[src/rtl/regframe_pkg.sv]
package regframe_pkg;
  localparam int NREG  = 128;
  localparam int NGLOB = 32;
  localparam int IW    = $clog2(NREG);
  localparam int NSTK  = NREG - NGLOB;
  localparam int RGRAN = 8;
  localparam int RGB   = $clog2(RGRAN);

  typedef struct packed {
    logic [IW-1:0] base;
    logic [IW-1:0] sof;
    logic [IW-1:0] sol;
    logic [IW-1:0] sor;
    logic [IW-1:0] rrb;
  } marker_t;

  // add inside the stacked region, wrapping past the top back to NGLOB
  function automatic logic [IW-1:0] wrap_add(logic [IW-1:0] a, logic [IW-1:0] b);
    logic [IW:0] s;
    s = {1'b0, a} + {1'b0, b};
    if (s >= (IW+1)'(NREG)) s = s - (IW+1)'(NSTK);
    return s[IW-1:0];
  endfunction
endpackage

[src/rtl/rf_map.sv]
module rf_map
  import regframe_pkg::*;
(
  input  logic [IW-1:0] idx_i,
  input  marker_t       mk_i,
  output logic [IW-1:0] phys_o,
  output logic          oof_o
);
  logic [IW-1:0] ofs, rofs;
  logic [IW:0]   rs;

  always_comb begin
    ofs    = idx_i - IW'(NGLOB);
    rofs   = ofs;
    rs     = '0;
    phys_o = idx_i;
    oof_o  = 1'b0;
    if (idx_i >= IW'(NGLOB)) begin
      oof_o = (ofs >= mk_i.sof);
      if (ofs < mk_i.sor) begin
        rs = {1'b0, ofs} + {1'b0, mk_i.rrb};
        if (rs >= {1'b0, mk_i.sor}) rs = rs - {1'b0, mk_i.sor};
        rofs = rs[IW-1:0];
      end
      phys_o = wrap_add(mk_i.base, rofs);
    end
  end
endmodule

[src/rtl/rf_marker.sv]
module rf_marker
  import regframe_pkg::*;
#(
  parameter int DEPTH = 4
) (
  input  logic          clk_i,
  input  logic          rst_ni,
  input  logic          alloc_i,
  input  logic [IW-1:0] loc_i,
  input  logic [IW-1:0] out_i,
  input  logic [IW-1:0] rot_i,
  input  logic          call_i,
  input  logic          ret_i,
  input  logic          rotate_i,
  output marker_t       mk_o,
  output logic          err_o
);
  localparam int SPW = $clog2(DEPTH + 1);
  localparam int PW  = (DEPTH > 1) ? $clog2(DEPTH) : 1;

  marker_t        mk_q, mk_d;
  marker_t        stk [DEPTH];
  logic [SPW-1:0] sp_q, sp_m1;
  logic [IW:0]    sum;
  logic [IW-1:0]  rrb_inc;
  logic           bad_alloc, push, pop, err_d;

  assign sum       = {1'b0, loc_i} + {1'b0, out_i};
  assign bad_alloc = (sum > (IW+1)'(NSTK)) || (rot_i[RGB-1:0] != '0) || ({1'b0, rot_i} > sum);
  assign sp_m1     = sp_q - 1'b1;
  assign rrb_inc   = mk_q.rrb + 1'b1;

  always_comb begin
    mk_d  = mk_q;
    push  = 1'b0;
    pop   = 1'b0;
    err_d = 1'b0;
    if (alloc_i) begin
      if (bad_alloc) err_d = 1'b1;
      else begin
        mk_d.sof = sum[IW-1:0];
        mk_d.sol = loc_i;
        mk_d.sor = rot_i;
        mk_d.rrb = '0;
      end
    end else if (call_i) begin
      if (sp_q == SPW'(DEPTH)) err_d = 1'b1;
      else begin
        push      = 1'b1;
        mk_d.base = wrap_add(mk_q.base, mk_q.sol);
        mk_d.sof  = mk_q.sof - mk_q.sol;
        mk_d.sol  = '0;
        mk_d.sor  = '0;
        mk_d.rrb  = '0;
      end
    end else if (ret_i) begin
      if (sp_q == '0) err_d = 1'b1;
      else begin
        pop  = 1'b1;
        mk_d = stk[sp_m1[PW-1:0]];
      end
    end else if (rotate_i && mk_q.sor != '0) begin
      mk_d.rrb = (rrb_inc == mk_q.sor) ? '0 : rrb_inc;
    end
  end

  always_ff @(posedge clk_i or negedge rst_ni) begin
    if (!rst_ni) begin
      mk_q  <= '{base: IW'(NGLOB), default: '0};
      sp_q  <= '0;
      err_o <= 1'b0;
    end else begin
      mk_q  <= mk_d;
      err_o <= err_d;
      if (push)     sp_q <= sp_q + 1'b1;
      else if (pop) sp_q <= sp_m1;
    end
  end

  always_ff @(posedge clk_i) begin
    if (push) stk[sp_q[PW-1:0]] <= mk_q;
  end

  assign mk_o = mk_q;


  sof_limit_chk: assert property (@(posedge clk_i) disable iff (!rst_ni)
    mk_q.sof <= IW'(NSTK));

  rrb_range_chk: assert property (@(posedge clk_i) disable iff (!rst_ni)
    (mk_q.sor == '0) ? (mk_q.rrb == '0) : (mk_q.rrb < mk_q.sor));

  alloc_reject_chk: assert property (@(posedge clk_i) disable iff (!rst_ni)
    (alloc_i && bad_alloc) |=> (err_o && $stable(mk_q)));

  ret_empty_chk: assert property (@(posedge clk_i) disable iff (!rst_ni)
    (!alloc_i && !call_i && ret_i && sp_q == '0) |=> (err_o && $stable(mk_q)));
endmodule

[src/rtl/regframe_xlate.sv]
module regframe_xlate
  import regframe_pkg::*;
#(
  parameter int DEPTH = 4
) (
  input  logic          clk_i,
  input  logic          rst_ni,
  input  logic          alloc_i,
  input  logic [IW-1:0] alloc_loc_i,
  input  logic [IW-1:0] alloc_out_i,
  input  logic [IW-1:0] alloc_rot_i,
  input  logic          call_i,
  input  logic          ret_i,
  input  logic          rotate_i,
  input  logic          rd0_req_i,
  input  logic [IW-1:0] rd0_idx_i,
  input  logic          rd1_req_i,
  input  logic [IW-1:0] rd1_idx_i,
  input  logic          wr_req_i,
  input  logic [IW-1:0] wr_idx_i,
  output logic [IW-1:0] rd0_phys_o,
  output logic [IW-1:0] rd1_phys_o,
  output logic [IW-1:0] wr_phys_o,
  output logic          wr_en_o,
  output logic          fault_o,
  output logic          err_o
);
  localparam int NP = 3;

  marker_t       mk;
  logic [IW-1:0] idx  [NP];
  logic [IW-1:0] phys [NP];
  logic [NP-1:0] oof, req;

  rf_marker #(.DEPTH(DEPTH)) u_marker (
    .clk_i, .rst_ni, .alloc_i,
    .loc_i(alloc_loc_i), .out_i(alloc_out_i), .rot_i(alloc_rot_i),
    .call_i, .ret_i, .rotate_i, .mk_o(mk), .err_o
  );

  assign idx[0] = rd0_idx_i;
  assign idx[1] = rd1_idx_i;
  assign idx[2] = wr_idx_i;
  assign req    = {wr_req_i, rd1_req_i, rd0_req_i};

  for (genvar g = 0; g < NP; g++) begin : g_port
    rf_map u_map (.idx_i(idx[g]), .mk_i(mk), .phys_o(phys[g]), .oof_o(oof[g]));
  end

  assign rd0_phys_o = phys[0];
  assign rd1_phys_o = phys[1];
  assign wr_phys_o  = phys[2];
  assign fault_o    = |(req & oof);
  assign wr_en_o    = wr_req_i && !oof[2] && (wr_idx_i != '0);


  stacked_range_chk: assert property (@(posedge clk_i) disable iff (!rst_ni)
    (wr_idx_i >= IW'(NGLOB)) |-> (wr_phys_o >= IW'(NGLOB)));

  zero_write_chk: assert property (@(posedge clk_i) disable iff (!rst_ni)
    (wr_idx_i == '0) |-> !wr_en_o);

  fault_block_chk: assert property (@(posedge clk_i) disable iff (!rst_ni)
    wr_en_o |-> !fault_o || rd0_req_i || rd1_req_i);
endmodule

[config.mk]
export PLATFORM = sky130hd
export DESIGN_NAME = regframe_xlate
export DESIGN_NICKNAME = d
export VERILOG_FILES = /design/src/rtl/regframe_pkg.sv /design/src/rtl/rf_map.sv /design/src/rtl/rf_marker.sv /design/src/rtl/regframe_xlate.sv
export SDC_FILE = /design/constraint.sdc
export NUM_CORES = 1
export LEC_CHECK = 0
export BUFFER_PORTS_ARGS = -buffer_cell sky130_fd_sc_hd__buf_2
export CORE_MARGIN = 3
export CORE_UTILIZATION = 39
export DETAILED_ROUTE_END_ITERATION = 12
export PLACE_DENSITY = 0.55
export RECOVER_POWER = 25
export SKIP_LAST_GASP = 1
export SLEW_MARGIN = 0
export SYNTH_ARGS = -nofsm -noshare
export SYNTH_HDL_FRONTEND = slang
export SYNTH_SLANG_ARGS = --single-unit
export TNS_END_PERCENT = 20
[constraint.sdc]
create_clock -name clk_i -period 8.7 [get_ports clk_i]
set_input_delay 0.435 -clock clk_i [delete_from_list [all_inputs] [get_ports clk_i]]
set_output_delay 0.435 -clock clk_i [all_outputs]
set_load 0.005 [all_outputs]
Yosys cells after proc, flatten, opt, wreduce, memory -nomap -nowiden:

Memories as Yosys holds them, arrays and structs flattened.
Index checks and enable logic that the tools add are counted.

* logic and storage cells: 121
* output and inout port bits: 24
* RAM bits: 140
* input bits: 51
* memories: 1
* flip-flop bits (word level): 39

Memories
* u_marker.stk: words 4, width 35, rd ports 1, clocked after memory_dff 0, write ports 1, line rf_marker.sv:22 `marker_t stk [DEPTH];`

* mux-type cells: 45
* eq/ne operators: 8
* add/sub/neg operators: 22
* reduce and logical (&&, ||, !) cells: 18
* magnitude comparators: 18
* bitwise logic cells: 2

Operators with widths (number)
* 7-bit 2-to-1 mux: 19
* 35-bit 2-to-1 mux: 3
* 28-bit 2-to-1 mux: 3
* 7-bit by 7-bit adder with 8-bit output: 8
* 8-bit >= comparator (second input constant): 4
* 7-bit subtractor: 4
* 7-bit subtractor (second input constant): 4
* 8-bit by 7-bit >= comparator with 1-bit output: 3
* 7-bit by 6-bit >= comparator with 1-bit output (second input constant): 3
* 7-bit >= comparator: 3
* 7-bit less-than comparator: 3
* 7-bit by 6-bit subtractor with 7-bit output (second input constant): 3
* 1-bit 2-to-1 mux: 18
* 7-bit nonzero test: 2
* 4-bit AND reduction: 3
* 7-bit by 8-bit greater-than comparator with 1-bit output: 1
* 8-bit by 7-bit greater-than comparator with 1-bit output (second input constant): 1
* 7-bit by 1-bit adder with 7-bit output (second input constant): 1
* 7-bit == test: 1
* 3-bit 2-to-1 mux: 2
* 2-bit != test (second input constant): 3
* 3-bit != test (second input constant): 2
* 3-bit nonzero test: 2
* 4-bit != test (second input constant): 1
* other kinds (12): 16

Longest topological paths before layout:

* depth after elaboration: 10
* gate-level depth with buffers: 26
* mapped depth without buffers: 26

Modules after synthesis:

A second synthesis with hierarchy kept.

* cells, all modules: 1147
* area total of the unflattened synthesis: 12968.7 um^2

By module, submodules not included
* rf_marker: seq. area each 5181.2 um^2, cells each 540, times used 1, area an instance 8373.0 um^2
* rf_map at g_port[2].u_map: seq. area each 0.0 um^2, cells each 197, times used 1, area an instance 1561.5 um^2
* rf_map at g_port[0].u_map: seq. area each 0.0 um^2, cells each 206, times used 1, area an instance 1531.5 um^2
* rf_map at g_port[1].u_map: seq. area each 0.0 um^2, cells each 198, times used 1, area an instance 1466.4 um^2
* regframe_xlate: seq. area each 0.0 um^2, cells each 6, times used 1, area an instance 36.3 um^2

Worst setup path before layout:

No wires, ideal clock.

* path kind: flip-flop to output port
* from: register u_marker.mk_q (netlist bit u_marker.mk_o[0])
* to: output port wr_phys_o[6]
* data arrival time: 5460 ps
* path slack: 2805 ps
* cell stages (with the launch flop): 25
* buffers on the path: 1
* data required time: 8265 ps
* cells stage by stage: dfrtp_1 -> ha_1 -> inv_1 -> fa_1 -> nor2b_1 -> o21a_1 -> o21ai_0 -> a21oi_1 -> xor2_1 -> ha_1 -> nand3_1 -> o21ai_0 -> a311oi_1 -> o21a_1 -> clkbuf_1 -> mux2_2 -> mux2i_1 -> ha_1 -> a211oi_1 -> nor2_1 -> o21ai_0 -> nor2b_1 -> mux2_2 -> a31o_2 -> o41ai_1

* longest elaborated chain between the ends: 9
* elaborated cells between the ends (all ways): 11
* those cells by class: add/sub (4); order compare (2); mux (5)

Ends and longest elaborated chain
* start: declaration: line rf_marker.sv:21 `marker_t mk_q, mk_d;`
* start signal: assignment: line rf_marker.sv:73 `mk_q <= mk_d;`
* 7-bit by 7-bit adder with 8-bit output (*): line rf_map.sv:21 `rs = {1'b0, ofs} + {1'b0, mk_i.rrb};`
* 7-bit subtractor or 8-bit by 7-bit >= comparator with 1-bit output (tied branches): line rf_map.sv:22 `if (rs >= {1'b0, mk_i.sor}) rs = rs - {1'b0, mk_i.sor};`
* 7-bit 2-to-1 mux (*): line rf_map.sv:22
* 7-bit 2-to-1 mux (*): line rf_map.sv:20 `if (ofs < mk_i.sor) begin`
* 7-bit 2-to-1 mux (*): line rf_map.sv:18 `if (idx_i >= IW'(NGLOB)) begin`
* 7-bit by 7-bit adder with 8-bit output (*): line regframe_pkg.sv:20 `s = {1'b0, a} + {1'b0, b};`
* 7-bit subtractor or 8-bit >= comparator (tied branches): line regframe_pkg.sv:21 `if (s >= (IW+1)'(NREG)) s = s - (IW+1)'(NSTK);`
* 7-bit 2-to-1 mux (*): line regframe_pkg.sv:21
* 7-bit 2-to-1 mux (*): line rf_map.sv:18
* end: declaration: line regframe_xlate.sv:23 `output logic [IW-1:0] wr_phys_o,`

Mark *: on every way between the ends. The rest lies on a longest branch, timed or not. The select of a mux whose other input is x is not followed.

Final worst setup path:

* from: register u_marker.mk_q (netlist bit u_marker.mk_o[0])
* to: output port rd1_phys_o[6]

* longest elaborated chain between the ends: 9
* elaborated cells between the ends (all ways): 11
* those cells by class: add/sub (4); order compare (2); mux (5)

Ends and longest elaborated chain
* 7-bit by 7-bit adder with 8-bit output (*): line rf_map.sv:21
* 7-bit subtractor or 8-bit by 7-bit >= comparator with 1-bit output (tied branches): line rf_map.sv:22
* 7-bit 2-to-1 mux (*): line rf_map.sv:22
* 7-bit 2-to-1 mux (*): line rf_map.sv:20
* 7-bit 2-to-1 mux (*): line rf_map.sv:18
* 7-bit by 7-bit adder with 8-bit output (*): line regframe_pkg.sv:20
* 7-bit subtractor or 8-bit >= comparator (tied branches): line regframe_pkg.sv:21
* 7-bit 2-to-1 mux (*): line regframe_pkg.sv:21
* 7-bit 2-to-1 mux (*): line rf_map.sv:18
* end: declaration: line regframe_xlate.sv:22 `output logic [IW-1:0] rd1_phys_o,`

Marked as above.

==> qor.txt <==
DRC errors left - 0
Setup Skew - 0.0117 ns
combinational group share of total power - 64.9%
Non-Filler Instances - 1,662
flip-flop and latch area - 0.00518 mm²
DR WL/cell - 20.5 µm
CP max stage cell - dfrtp_1
Nets - 1,416
Max Root-Sink Buffers - 2
most common cell after layout, fill and taps aside - edfxtp_1
period utilisation layout - 81.6%
worst hold stages - 3
endpoint class of the critical path - output port
finished layout cell area - 0.0142 mm²
initial antenna violation count - 0
CP max FO - 13
Peak Freq - 0.141 GHz
drt pass-1 iters - 4
Rel. slew slack - -70.4%
starting DRC count in detailed routing - 492
final WL - 34,100 µm
root buf cell - clkbuf_16
post_cts resized - 0
largest cells by area after synthesis - edfxtp_1, ha_1, dfrtp_1
die footprint - 0.0349 mm²
hold_buf cts - 0
wire length of the first global-routing pass - 53,400 µm
Bufs and invs on worst path - 2
Synth top area share - 33.0%
Final Hold Fails - 0
Top FF cell, synth - edfxtp_1
Post-synth EDFFs - 140
worst ir drop on vdd - 0.000387 V
Synth Warn # - 0
Worst Setup Start Kind - flop
post-synthesis cell type count - 72
CTS Buf Count - 17
Vias - 9,294
setup TNS - 0 ns
Seq pwr share - 23.1%
Die Wd - 187 µm
mapped cell area - 0.0127 mm²
power density over the cells - 436 mW/mm²
reg2reg start - u_marker.sp_q[1]$_DFFE_PN0P_
DIE HEIGHT - 187 µm
worst r2r dst - u_marker.mk_o[24]$_DFFE_PN0P_
pin count of the biggest net entering global routing - 40
worst hold path endpoint - u_marker.mk_o[19]$_DFFE_PN0P_
hold path startpoint - alloc_loc_i[5]
Slew Limit Fails - 40
Int Power - 3.43 mW
vias per cell - 5.59
layout cells sized above 1 - 16.8%
GP Congestion - 0.883
Final setup viols - 0
CTS clk-pin slew, worst paths - 0.07 ns
antenna viol nets, final - 0
Max Cap Viol - 1
clock insertion delay at the later pin of the skew report - 0.43 ns
Crit Path Class - flop to output port
Sw Ratio - 44.6%
worst reg-to-reg setup slack - 5.40 ns
cell count of the worst reg-to-reg path - 11
Initial Utilization - 39.9%
Seq cells post-synth - 179
Slew @ Worst Pin - 2.56 ns
Lkg Pwr - 5.75 nW
DP HPWL - 24,300 µm
dpl cells - 1,630
slowest stage delay, CP - 0.67 ns
placed cell area - 0.0136 mm²
vias in the first global route - 9,188
failing checks - capacitance limit, slew limit
Net Switching - 2.77 mW
area delta synth->final - 11.6%
post-layout min period - 7.10 ns
Crit path max-delay family - compound AO/OA/AOI/OAI gates
Port Buffers - 74
antenna cells - 0
All-Layer GR Usage - 19.6%
status - finished, violations left
worst hold path class - primary input to flop
most frequent cells in the layout - edfxtp_1, ha_1, inv_1, nor2_1, buf_2
# IOs - 75
RSZ-0062 raised after global routing - false
largest area contributor in the netlist - edfxtp_1
area occupied by multi-input gates - 0.00717 mm²
number of placement rows - 65
sequential fraction of the synthesis area - 40.7%
crit path cell chain - ha_1 -> inv_1 -> fa_1 -> nor2b_1 -> o21ai_0 -> a21boi_0 -> o21ai_0 -> nand2_1 -> xnor2_1 -> ha_1 -> nand4_1 -> o21ai_0 -> a211o_1 -> nor2_1 -> mux2_2 -> mux2i_1 -> ha_1 -> a211oi_1 -> o21bai_1 -> a21oi_1 -> xnor2_1 -> and3_1 -> o41ai_1 -> buf_2
Syn Inst Count - 1,135
postcts setup bufs - 0
total global routing overflow - 0
Placeable Area - 0.0319 mm²
clock share of power - 12.0%
ys async rst share - 21.8%
Syn Nets - 1,337
CTS Sinks - 179
CTS tree - done
crit path DAT - 6.66 ns
required time of the critical path - 8.27 ns
H-tree depth - 4
syn avg cell area - 11.2 µm²
FILL cells - 3,070
logic make-up after synthesis:
group,synth area share [%]
adder cells (fa/ha/maj),15.5
XOR/XNOR,2.82
AND/OR/NAND/NOR,10.0
multiplexers,12.4
AO/OA/AOI/OAI,15.3
buffers and inverters,3.20
flip-flops,40.7
worst min-delay path, stage by stage:
cell and delay, ns:
buf_2 0.09, a22oi_1 0.09, mux2i_1 0.12
worst max path at each step:
stage | start | to | cells after the start
after floorplan | u_marker.mk_o[0]$_DFFE_PN0P_ | wr_phys_o[6] | 24
after global placement | u_marker.mk_o[1]$_DFFE_PN0P_ | rd1_phys_o[6] | 23
after detailed placement | u_marker.mk_o[0]$_DFFE_PN0P_ | rd1_phys_o[6] | 24
after CTS | u_marker.mk_o[0]$_DFFE_PN0P_ | rd1_phys_o[6] | 24
after global routing | u_marker.mk_o[0]$_DFFE_PN0P_ | rd1_phys_o[6] | 24
final | u_marker.mk_o[0]$_DFFE_PN0P_ | rd1_phys_o[6] | 24
cell usage after synthesis (4+ instances only):
cell,instances
a21o_1,18
o31ai_1,4
buf_2,5
o21bai_1,7
a22oi_1,13
a22o_1,14
a21boi_0,10
dfrtp_1,38
o31a_1,5
mux2i_1,38
o21a_1,14
or2_2,4
nand4_1,10
o22ai_1,4
nor2b_1,23
xor2_1,10
o41ai_1,4
a31o_2,5
mux2_4,4
nor3b_1,11
fa_1,12
o211ai_1,4
nor3_1,14
nor4_1,4
nand3_1,16
nand2_1,54
a211oi_1,19
and3_1,5
clkbuf_1,15
xnor2_1,31
mux4_2,35
o21ai_0,70
edfxtp_1,140
inv_1,82
nand3b_1,4
mux2_2,31
nand2b_1,11
a211o_1,4
a21oi_1,60
nor2_1,82
ha_1,139
and2_1,7
a31oi_1,6
per-layer routing:
layer / up-vias / wire length (µm) / part of all wire [%] / track usage [%]
met4: 0 / 383 / 1.1 / 3.84
met5: - / 0 / 0 / 0
met1: 4589 / 16100 / 47 / 27.1
met3: 21 / 1260 / 3.7 / 2.57
met2: 189 / 16300 / 48 / 33.4
li1: 4495 / - / - / -
flip-flops by register name (all words and copies together) (netlist names):
| register | cells |
|---|---|
| u_marker.stk | 140 |
| u_marker.err_o | 1 |
| u_marker.sp_q | 3 |
| u_marker.mk_o | 35 |
metrics by stage:
stage	total power, mW	hold WS (ns)	util, %	worst slack [ns]
6_report	6.20	0.362	44.6	1.60
5_1_grt	6.79	0.387	44.6	0.996
4_1_cts	6.23	0.216	44.6	1.57
3_5_place_dp	5.46	0.540	42.8	2.09
3_3_place_gp	5.44	0.533	42.8	2.15
2_1_floorplan	4.39	0.139	-	2.81
layout make-up:
| cell class | count | share of cell area [%] |
|---|---|---|
| multi-input combinational | 851 | 50.4 |
| sequential | 179 | 36.5 |
| tap | 435 | 3.83 |
| clock buffer | 18 | 3.09 |
| timing repair buffer | 82 | 3.02 |
| inverter | 83 | 2.19 |
| clock inverter | 14 | 0.986 |
power by group through the flow:
stage / registers, mW / clock network, mW / logic, mW
final: 1.43 / 0.747 / 4.02
after global routing: 1.46 / 0.803 / 4.52
after CTS: 1.44 / 0.762 / 4.04
after detailed placement: 1.46 / 0 / 4.01
after global placement: 1.44 / 0 / 3.99
after floorplan: 1.32 / 0 / 3.06
Note: power is estimated with default switching activity, not from simulation.
